[config.mk]
export PLATFORM = sky130hd
export DESIGN_NAME = pnp_key_detector
export DESIGN_NICKNAME = d
export VERILOG_FILES = /design/src/rtl/pnp_key_pkg.sv /design/src/rtl/pnp_key_datapath.sv /design/src/rtl/pnp_key_ctrl.sv /design/src/rtl/pnp_key_detector.sv
export SDC_FILE = /design/constraint.sdc
export NUM_CORES = 1
export LEC_CHECK = 0
export BUFFER_PORTS_ARGS = -buffer_cell sky130_fd_sc_hd__buf_2
export CAP_MARGIN = 40
export CELL_PAD_IN_SITES_DETAIL_PLACEMENT = 0
export CELL_PAD_IN_SITES_GLOBAL_PLACEMENT = 1
export CORE_ASPECT_RATIO = 1.2
export CORE_MARGIN = 2
export CORE_UTILIZATION = 39
export DETAILED_ROUTE_END_ITERATION = 6
export PLACE_DENSITY_LB_ADDON = 0.1
export RECOVER_POWER = 50
export SLEW_MARGIN = 0
export SYNTH_ARGS = -nofsm -noshare
export SYNTH_HDL_FRONTEND = slang
export SYNTH_SLANG_ARGS = --single-unit
[constraint.sdc]
create_clock -name clk -period 2.4 [get_ports clk]
set_input_delay 0 -clock clk [delete_from_list [all_inputs] [get_ports clk]]
set_output_delay 0 -clock clk [all_outputs]
set_load 0.02 [all_outputs]
[src/rtl/pnp_key_pkg.sv]
package pnp_key_pkg;
  localparam int DATA_W = 8;

  // control-to-datapath strobes
  typedef struct packed {
    logic advance;   // step generator and counter
    logic restart;   // reload seed, clear counter
    logic loadAddr;  // capture written byte as register index
  } keyStrobes_t;

  // one step of the key generator: shift right, new MSB = b0 ^ b1
  function automatic logic [DATA_W-1:0] keyStep(input logic [DATA_W-1:0] cur);
    keyStep = {cur[0] ^ cur[1], cur[DATA_W-1:1]};
  endfunction
endpackage

[src/rtl/pnp_key_datapath.sv]
module pnp_key_datapath
  import pnp_key_pkg::*;
#(
  parameter int KEY_LEN = 32,
  parameter logic [DATA_W-1:0] SEED = 8'h6A,
  localparam int CNT_W = $clog2(KEY_LEN)
) (
  input  logic              clk,
  input  logic              rst,
  input  keyStrobes_t       strobes,
  input  logic [DATA_W-1:0] wrData,
  output logic              byteMatch,
  output logic [CNT_W-1:0]  keyCount,
  output logic [DATA_W-1:0] addrReg
);
  logic [DATA_W-1:0] expByte;

  assign byteMatch = (wrData == expByte);

  always_ff @(posedge clk) begin
    if (rst) begin
      expByte  <= SEED;
      keyCount <= '0;
    end else if (strobes.restart) begin
      expByte  <= SEED;
      keyCount <= '0;
    end else if (strobes.advance) begin
      expByte  <= keyStep(expByte);
      keyCount <= keyCount + 1'b1;
    end
  end

  always_ff @(posedge clk) begin
    if (rst)                   addrReg <= '0;
    else if (strobes.loadAddr) addrReg <= wrData;
  end

  // counter and generator stay aligned: zero progress means seed expected
  p_seed_align_r3: assert property (@(posedge clk) disable iff (rst)
    (keyCount == '0) |-> (expByte == SEED));

  // index latch moves only on a load strobe
  p_addr_hold_r7: assert property (@(posedge clk) disable iff (rst)
    !strobes.loadAddr |=> $stable(addrReg));
endmodule

[src/rtl/pnp_key_ctrl.sv]
module pnp_key_ctrl
  import pnp_key_pkg::*;
#(
  parameter int KEY_LEN = 32,
  localparam int CNT_W = $clog2(KEY_LEN),
  localparam logic [CNT_W-1:0] LAST = CNT_W'(KEY_LEN - 1)
) (
  input  logic             clk,
  input  logic             rst,
  input  logic             wrStrobe,
  input  logic             waitForKey,
  input  logic             byteMatch,
  input  logic [CNT_W-1:0] keyCount,
  output keyStrobes_t      strobes,
  output logic             keyFound
);
  logic keyWrite, lastByte, hit;

  assign keyWrite = wrStrobe & waitForKey;
  assign lastByte = (keyCount == LAST);
  assign hit      = keyWrite & byteMatch & lastByte;

  always_comb begin
    strobes          = '0;
    strobes.loadAddr = wrStrobe & ~waitForKey;
    strobes.advance  = keyWrite & byteMatch & ~lastByte;
    strobes.restart  = ~waitForKey | (keyWrite & (~byteMatch | lastByte));
  end

  always_ff @(posedge clk) begin
    if (rst) keyFound <= 1'b0;
    else     keyFound <= hit;
  end

  p_strobe_excl_r6: assert property (@(posedge clk) disable iff (rst)
    $onehot0({strobes.advance, strobes.loadAddr}));

  p_mismatch_clear_r3: assert property (@(posedge clk) disable iff (rst)
    (keyWrite && !byteMatch) |=> (keyCount == '0));

  p_phase_drop_r4: assert property (@(posedge clk) disable iff (rst)
    !waitForKey |=> (keyCount == '0));

  p_pulse_width_r5: assert property (@(posedge clk) disable iff (rst)
    keyFound |=> !keyFound);

  p_pulse_cause_r2: assert property (@(posedge clk) disable iff (rst)
    keyFound |-> ($past(keyCount) == LAST && $past(wrStrobe) && $past(waitForKey)));

  p_restart_after_r8: assert property (@(posedge clk) disable iff (rst)
    keyFound |-> (keyCount == '0));
endmodule

[src/rtl/pnp_key_detector.sv]
module pnp_key_detector
  import pnp_key_pkg::*;
#(
  parameter int KEY_LEN = 32,
  parameter logic [7:0] SEED = 8'h6A
) (
  input  logic       clk,
  input  logic       rst,
  input  logic       wrStrobe,
  input  logic [7:0] wrData,
  input  logic       waitForKey,
  output logic       keyFound,
  output logic [7:0] addrReg
);
  localparam int CNT_W = $clog2(KEY_LEN);

  keyStrobes_t      strobes;
  logic             byteMatch;
  logic [CNT_W-1:0] keyCount;

  pnp_key_ctrl #(.KEY_LEN(KEY_LEN)) u_ctrl (
    .clk(clk), .rst(rst), .wrStrobe(wrStrobe), .waitForKey(waitForKey),
    .byteMatch(byteMatch), .keyCount(keyCount),
    .strobes(strobes), .keyFound(keyFound)
  );

  pnp_key_datapath #(.KEY_LEN(KEY_LEN), .SEED(SEED)) u_dp (
    .clk(clk), .rst(rst), .strobes(strobes), .wrData(wrData),
    .byteMatch(byteMatch), .keyCount(keyCount), .addrReg(addrReg)
  );
endmodule

==> flow_metrics.tcl, run 1 <==
set metrics [dict create \
    status "finished, final reports clean" \
    routed_wire_length_per_instance_um 11.64 \
    grt_pass1_wl_mm 3.512 \
    insertion_delay_ns 0.30 \
    worst_slack_ns 0.4181 \
    io_pins 21 \
    ant_nets 0 \
    setup.worst_path.start_class "flip-flop" \
    clock_sinks 22 \
    root_buffer "clkbuf_4" \
    rsz0062_at_grt "no" \
    syn_area_sq_um 996.0 \
    grt_pass1_vias 804 \
    port_buffers 20 \
    clk_pin_slew_ns 0.11 \
    fmax_mhz 504.6 \
    p_leak_uw 0.0005861 \
    die_area_sq_mm 0.002975 \
    cp.required_ns 2.60 \
    wirelength_mm 2.049 \
    synth_edf_count 0 \
    critPathMaxFanout 13 \
    post-place-ws_ns 0.4103 \
    coreArea_sq_mm 0.002477 \
    fin_nets 158 \
    finalCoreUtilization_pct 53.64 \
    hp-class "primary input to flip-flop" \
    timing.final.crit_share_pct 82.58 \
    synth.distinct_cells 22 \
    place_hpwl_mm 1.466 \
    gp_congestion 0.7842 \
    synth-seq-cells 22 \
    setup.worst_path.end_class "flip-flop" \
    synth_top_flop_cell "dfxtp_1" \
    cts_max_level 1 \
    cts_hold_buf 18 \
    start_util_pct 40.20 \
    cts_buffers 3 \
    final-max-slew-violation-count 0 \
    ys_warn_count 0 \
    antenna_cells 0 \
    power.density_mw_per_mm2 494.4 \
    via_count 829 \
    ir_drop_mv 0.3585 \
    die_h_um 59.36 \
    synth_common_cells "nor2_1, dfxtp_1, mux2i_1, xor2_1" \
    dr.pass1.iters 4 \
    arrival_ns 2.19 \
    path_cells "ha_1 > and3_1 > ha_1 > nand4b_1 > a211o_1 > a211o_1" \
    final.setup.tns_ns 0 \
    cpPeakStageDelay_ns 0.47 \
    grt_max_degree 15 \
    drive_gt1_share_pct 11.19 \
    slew_headroom_pct 61.14 \
    yosysSeqAreaShare_pct 44.22 \
    worst_pin_slew_ns 0.5829 \
    grt_overflow_total 0 \
    maxCapViolations 0 \
    cp_slowest_cell "a211o_1" \
    critPathKind "flip-flop to flip-flop" \
    die_w_um 50.13 \
    synth_top_area_share_pct 44.22 \
    ys_async_sr_fraction_pct 0 \
    rows 20 \
    viasPerCell 4.710 \
    ctsResizeCount 0 \
    grt_usage_pct 15.81 \
    synth_area_per_cell_sq_um 9.669 \
    finClkSkew_ns 0.007402 \
    syn_to_final_growth_pct 33.42 \
    yosysMostFrequentCell "nor2_1" \
    syn_nets 117 \
    hold_viol_final 0 \
    drc 0 \
    total_power_uw 656.9 \
    syn_inst 103 \
    drt_iter0_drc 6 \
    synth.largest_area_cell "dfxtp_1" \
    antenna_found_initial 0 \
    cts_setup_buffers 0 \
    post-route-min-period_ns 1.982 \
    setup_viol 0 \
    cts_tree "yes" \
    max-clock-path-buffers 2 \
    synth.area.top_cells "dfxtp_1, mux2i_1, xor2_1" \
]
## critical path: cells and delay by family, from the launching register on
kind | cells | cell delay [ns]
fa+ha+maj | 2 | 0.43
flops | 1 | 0.35
simple gates | 2 | 0.36
compound gates | 2 | 0.75
## registers in the layout (all words and copies together) (netlist names)
name and cells:
u_ctrl.keyFound 1, u_dp.addrReg 8, u_dp.keyCount 5, u_dp.expByte 8
## power breakdown
part / total (uW) / switching (uW) / internal [uW]
Combinational: 80.9 / 41.3 / 39.5
Sequential: 375 / 3.03 / 372
Clock: 201 / 109 / 92.6
Total: 657 / 153 / 504
## routing by layer
metal | vias to the layer above | wire length (um) | GRT usage [%]
met5 | - | 0 | 0
met4 | 0 | 27 | 7.143
met3 | 4 | 59 | 3.030
met2 | 15 | 1115 | 29.51
met1 | 385 | 845 | 17.09
li1 | 425 | - | -
## logic make-up after synthesis
logic type	share of synthesized area [%]
AO/OA/AOI/OAI	3.517
XOR/XNOR	10.55
adder cells (fa/ha/maj)	2.512
buffers and inverters	3.893
flip-flops	44.22
multiplexers	15.07
AND/OR/NAND/NOR	20.23
## metrics by stage
step | hold WS (ns) | instance area [sq um] | instances
finish | 0.2014 | 1329 | 176
global placement | 0.2632 | 1129 | 154
CTS | 0.2014 | 1345 | 176
detailed placement | 0.2730 | 1129 | 154
floorplan | 0.1194 | 996.0 | 103
global route | 0.2717 | 1329 | 176
## final cells by class
| class | instances | area [sq um] |
|---|---|---|
| flip-flops and latches | 22 | 440.4 |
| well taps | 33 | 41.29 |
| inverters | 4 | 15.01 |
| fillers | 249 | 1149 |
| multi-input cells | 73 | 516.7 |
| clock buffers | 4 | 36.28 |
| repair buffers | 40 | 279.0 |
## cells in the final DEF (no fill, tap or decap), types with 2 or more instances in the layout
cell	count
clkbuf_1	11
dfxtp_1	22
nand4_1	4
ha_1	2
dlygate4sd3_1	18
nor2_1	25
a211o_1	4
buf_2	10
mux2i_1	15
nand2_1	2
clkbuf_4	3
xor2_1	12
inv_1	4
## worst paths after layout
check	slack, ns	endpoint	start	depth (start not counted)
setup / recovery	0.42	u_dp.expByte[3]	u_dp.keyCount[0]	6
hold / removal	0.20	u_dp.keyCount[3]	waitForKey	6
setup reg to reg	0.42	u_dp.expByte[3]	u_dp.keyCount[0]	6
hold reg to reg	0.53	u_dp.keyCount[3]	u_dp.keyCount[3]	2
Note: power is estimated with default switching activity, not from simulation.
==> inputs of run 2 (changes only) <==
==> constraint.sdc (replaced) <==
create_clock -name clk -period 1.87 [get_ports clk]
set_input_delay 0 -clock clk [delete_from_list [all_inputs] [get_ports clk]]
set_output_delay 0 -clock clk [all_outputs]
set_load 0.02 [all_outputs]
==> run 2 against run 1 <==
Clock skew shrank 0.0041 ns. Global-route usage is 0.28 points lower. Largest power group unchanged. Combinational power up 36%. Sequential power rose by 28%.
==> flow_metrics.tcl, run 2 (same netlist as run 1, synthesis figures left out) <==
set metrics [dict create \
    rows 20 \
    grt_usage_pct 15.52 \
    cts_tree "yes" \
    setup.worst_path.end_class "flip-flop" \
    antenna_found_initial 0 \
    cts_buffers 3 \
    worst_slack_ns 0.07520 \
    start_util_pct 40.20 \
    critPathKind "flip-flop to flip-flop" \
    cts_max_level 1 \
    hold_viol_final 0 \
    timing.final.crit_share_pct 95.98 \
    antenna_cells 0 \
    total_power_uw 853.5 \
    worst_pin_slew_ns 0.2982 \
    die_h_um 59.36 \
    setup.worst_path.start_class "flip-flop" \
    crit_buf_inv 0 \
    fmax_mhz 557.2 \
    finClkSkew_ns 0.003311 \
    port_buffers 20 \
    max-clock-path-buffers 2 \
    via_count 850 \
    grt_pass1_wl_mm 3.519 \
    ant_nets 0 \
    fin_area_sq_mm 0.001419 \
    ir_drop_mv 0.3351 \
    path_cells "ha_1 > and3_4 > ha_4 > nand4b_1 > a211o_4 > a211o_1" \
    grt_overflow_total 0 \
    cp.required_ns 2.08 \
    fin_nets 163 \
    rsz0062_at_grt "no" \
    clk_pin_slew_ns 0.12 \
    reg.largest.list "u_dp.addrReg (8), u_dp.expByte (8), u_dp.keyCount (5)" \
    cp_slowest_cell "a211o_4" \
    syn_to_final_growth_pct 42.46 \
    insertion_delay_ns 0.31 \
    coreArea_sq_mm 0.002477 \
    p_leak_uw 0.0006138 \
    grt_max_degree 15 \
    status "finished, final reports clean" \
    viasPerCell 4.696 \
    grt_pass1_vias 870 \
    dr.pass1.iters 4 \
    fillers 236 \
    power.density_mw_per_mm2 601.6 \
    gp_congestion 0.8333 \
    arrival_ns 2.01 \
    cpLargestDelayFamily "compound AO/OA/AOI/OAI gates" \
    setup_viol 0 \
    critPathMaxFanout 8 \
    die_area_sq_mm 0.002975 \
    drc 0 \
    wirelength_mm 2.065 \
    place_hpwl_mm 1.440 \
    slew_headroom_pct 80.05 \
    maxCapViolations 0 \
    final_cell_mix "nor2_1, dfxtp_1, dlygate4sd3_1" \
    cpPeakStageDelay_ns 0.40 \
    hp-class "primary input to flip-flop" \
    final-max-slew-violation-count 0 \
    io_pins 21 \
    layout_commonest_cell "nor2_1" \
    clock_sinks 22 \
    die_w_um 50.13 \
    routed_wire_length_per_instance_um 11.41 \
    drive_gt1_share_pct 20.27 \
    drt_iter0_drc 9 \
    post-place-ws_ns -0.005711 \
    post-route-min-period_ns 1.795 \
    root_buffer "clkbuf_4" \
    placed_area_sq_mm 0.001179 \
]
-- run 2: report_power, final --
part / internal, uW / switching [uW] / total, uW
Clock: 119 / 144 / 263
Combinational: 54.5 / 55.3 / 110
Sequential: 477 / 4.18 / 481
Total: 650 / 203 / 854
-- run 2: path summary, 6_finish.rpt --
path	start	end	slack, ns	depth (start not counted)
worst max register to register	u_dp.keyCount[0]	u_dp.expByte[1]	0.08	6
worst min-delay path	waitForKey	u_dp.expByte[2]	0.16	4
worst min register to register	u_dp.addrReg[7]	u_dp.addrReg[7]	0.51	2
worst max-delay path	u_dp.keyCount[0]	u_dp.expByte[1]	0.08	6
-- run 2: through the flow --
stage / hold slack [ns] / util (%) / TNS [ns] / std cells
after floorplan: 0.1194 / - / 0 / 103
after global placement: 0.2666 / 47.58 / 0 / 159
after detailed placement: 0.2765 / 47.58 / -0.01327 / 159
after CTS: 0.003666 / 55.86 / 0 / 179
after global routing: 0.1871 / 57.27 / 0 / 181
final: 0.1568 / 57.27 / 0 / 181
-- run 2: metal layers --
metal	vias to the layer above	share of wire (%)	track usage, %
met1	396	42	15.77
met2	12	54	30.45
met5	-	0	0
met4	0	1.7	7.143
li1	437	-	-
met3	5	2.7	2.525
-- run 2: final cells by class --
cell class	count	area (sq um)	area share [%]
inverters	4	15.01	1.058
repair buffers	45	330.3	23.28
multi-input cells	73	554.3	39.07
well taps	33	41.29	2.910
clock buffers	4	36.28	2.557
flip-flops and latches	22	441.7	31.13
-- run 2: what timing repair did --
item	in CTS	in global routing
buffers inserted	0	1
hold buffers	16	1
hold endpoints to repair	9	1
setup endpoints to repair	10	11
pin swaps	1	2
gates resized for setup	1	7
-- run 2: worst register-to-register path: stages (launching register included) --
cell	delay, ns
dfxtp_2	0.34
ha_1	0.20
and3_4	0.19
ha_4	0.16
nand4b_1	0.18
a211o_4	0.40
a211o_1	0.23
==> inputs of run 3 (changes only) <==
--- a/config.mk
+++ b/config.mk
@@ -10,7 +10,6 @@
 export CELL_PAD_IN_SITES_DETAIL_PLACEMENT = 0
 export CELL_PAD_IN_SITES_GLOBAL_PLACEMENT = 1
 export CORE_ASPECT_RATIO = 1.2
-export CORE_MARGIN = 2
 export CORE_UTILIZATION = 39
 export DETAILED_ROUTE_END_ITERATION = 6
 export PLACE_DENSITY_LB_ADDON = 0.1
==> run 3 against run 2 <==
Final cell count down 0.55%. Hold slack got worse by 0.12 ns. Via count down 0.71%. Largest cell class unchanged. First-iteration DRC count is 44% lower. Global-route usage rose by 2.5 points.
==> flow_metrics.tcl, run 3 (same netlist as run 1, synthesis figures left out) <==
set metrics [dict create \
    maxCapViolations 0 \
    hp-class "primary input to flip-flop" \
    dr.pass1.iters 3 \
    io_pins 21 \
    die_w_um 48.13 \
    min_from "rst" \
    placed_area_sq_mm 0.001191 \
    ant_nets 0 \
    drc 0 \
    setup.worst_path.end_class "flip-flop" \
    critPathKind "flip-flop to flip-flop" \
    fin_area_sq_mm 0.001440 \
    finalCoreUtilization_pct 61.19 \
    power.density_mw_per_mm2 664.6 \
    grt_pass1_vias 815 \
    p_leak_uw 0.0006184 \
    routed_wire_length_per_instance_um 12.21 \
    hold_depth 2 \
    rrSetupSlack_ns 0.05 \
    setup_viol 0 \
    cts_max_level 1 \
    finClkSkew_ns 0.004715 \
    timing.final.crit_share_pct 97.33 \
    antenna_cells 0 \
    layout_commonest_cell "nor2_1" \
    place_hpwl_mm 1.463 \
    worst_pin_slew_ns 0.3128 \
    grt_pass1_wl_mm 3.546 \
    r2r-end "u_dp.expByte[6]" \
    port_buffers 20 \
    cts_tree "yes" \
    viasPerCell 4.689 \
    final-max-slew-violation-count 0 \
    holdPathEnd "u_dp.addrReg[6]" \
    fin_nets 164 \
    arrival_ns 2.04 \
    gp_congestion 0.8136 \
    root_buffer "clkbuf_4" \
    wirelength_mm 2.197 \
    start_util_pct 42.32 \
    via_count 844 \
    grt_max_degree 15 \
    fmax_mhz 549.4 \
    total_power_uw 957.1 \
    rows 19 \
    hold_viol_final 0 \
    grt_overflow_total 0 \
    insertion_delay_ns 0.31 \
    slew_headroom_pct 79.08 \
    final.setup.tns_ns 0 \
    status "finished, final reports clean" \
    grt_usage_pct 17.98 \
    clk_pin_slew_ns 0.12 \
    reg.largest.list "u_dp.addrReg (8), u_dp.expByte (8), u_dp.keyCount (5)" \
    setup.worst_path.start_class "flip-flop" \
    drive_gt1_share_pct 22.82 \
    coreArea_sq_mm 0.002354 \
    syn_to_final_growth_pct 44.60 \
    drt_iter0_drc 5 \
    die_area_sq_mm 0.002761 \
    max-clock-path-buffers 2 \
    r2r_cells 6 \
    post-route-min-period_ns 1.820 \
    die_h_um 57.36 \
    critPathMaxFanout 5 \
    final_cell_mix "nor2_1, dfxtp_1, dlygate4sd3_1" \
    cts_buffers 3 \
    antenna_found_initial 0 \
    ir_drop_mv 0.5001 \
    r2r_start "u_dp.keyCount[0]" \
    hold_slack_ns 0.03195 \
    clock_sinks 22 \
    cp.required_ns 2.09 \
]
-- run 3: cell type report --
cell class / instances / area (sq um)
clock buffers: 3 / 22.52
multi-input cells: 74 / 563.0
clock inverters: 1 / 30.03
fillers: 202 / 913.4
inverters: 4 / 15.01
flip-flops and latches: 22 / 442.9
repair buffers: 45 / 327.8
well taps: 31 / 38.79
-- run 3: worst max path at each step --
stage / end / cells past startpoint / start / slack, ns
finish: u_dp.expByte[6] / 6 / u_dp.keyCount[0] / 0.05
global route: u_dp.expByte[3] / 6 / u_dp.keyCount[0] / -0.003
CTS: u_dp.expByte[6] / 6 / u_dp.keyCount[0] / 0.01
detailed placement: u_dp.expByte[6] / 6 / u_dp.keyCount[0] / -0.008
global placement: u_dp.expByte[3] / 6 / u_dp.keyCount[0] / 0.04
floorplan: u_dp.expByte[6] / 7 / u_dp.keyCount[0] / 0.01
-- run 3: repair_timing --
item | in CTS | in global routing
hold endpoints to repair | 9 | 0
gates resized for setup | 2 | 9
setup buffers | 0 | 0
hold buffers | 16 | 0
cloned | 0 | 1
setup endpoints to repair | 8 | 9
pin swaps | 1 | 2
-- run 3: stage by stage --
stage               instances  setup WS (ns)
CTS                       179        0.01355
floorplan                 103       0.009856
finish                    180        0.04984
global placement          159        0.04075
detailed placement        159      -0.008455
global route              180      -0.002875
-- run 3: metal layers --
| layer | global-route usage [%] | part of all wire, % |
|---|---|---|
| met1 | 22.42 | 46 |
| met2 | 30.89 | 51 |
| met3 | 1.899 | 1.6 |
| met4 | 5.952 | 0.86 |
| met5 | 0 | 0 |
-- run 3: critical path, stage by stage, from the launching register on --
cell and delay [ns]:
dfxtp_2 0.35, ha_2 0.18, and3_4 0.18, ha_4 0.15, nand4b_1 0.23, a211o_4 0.41
a211o_1 0.23
-- run 3: power by group --
part           switching [uW]  internal (uW)
logic                    56.8           56.0
registers                4.27            477
clock network             146            217
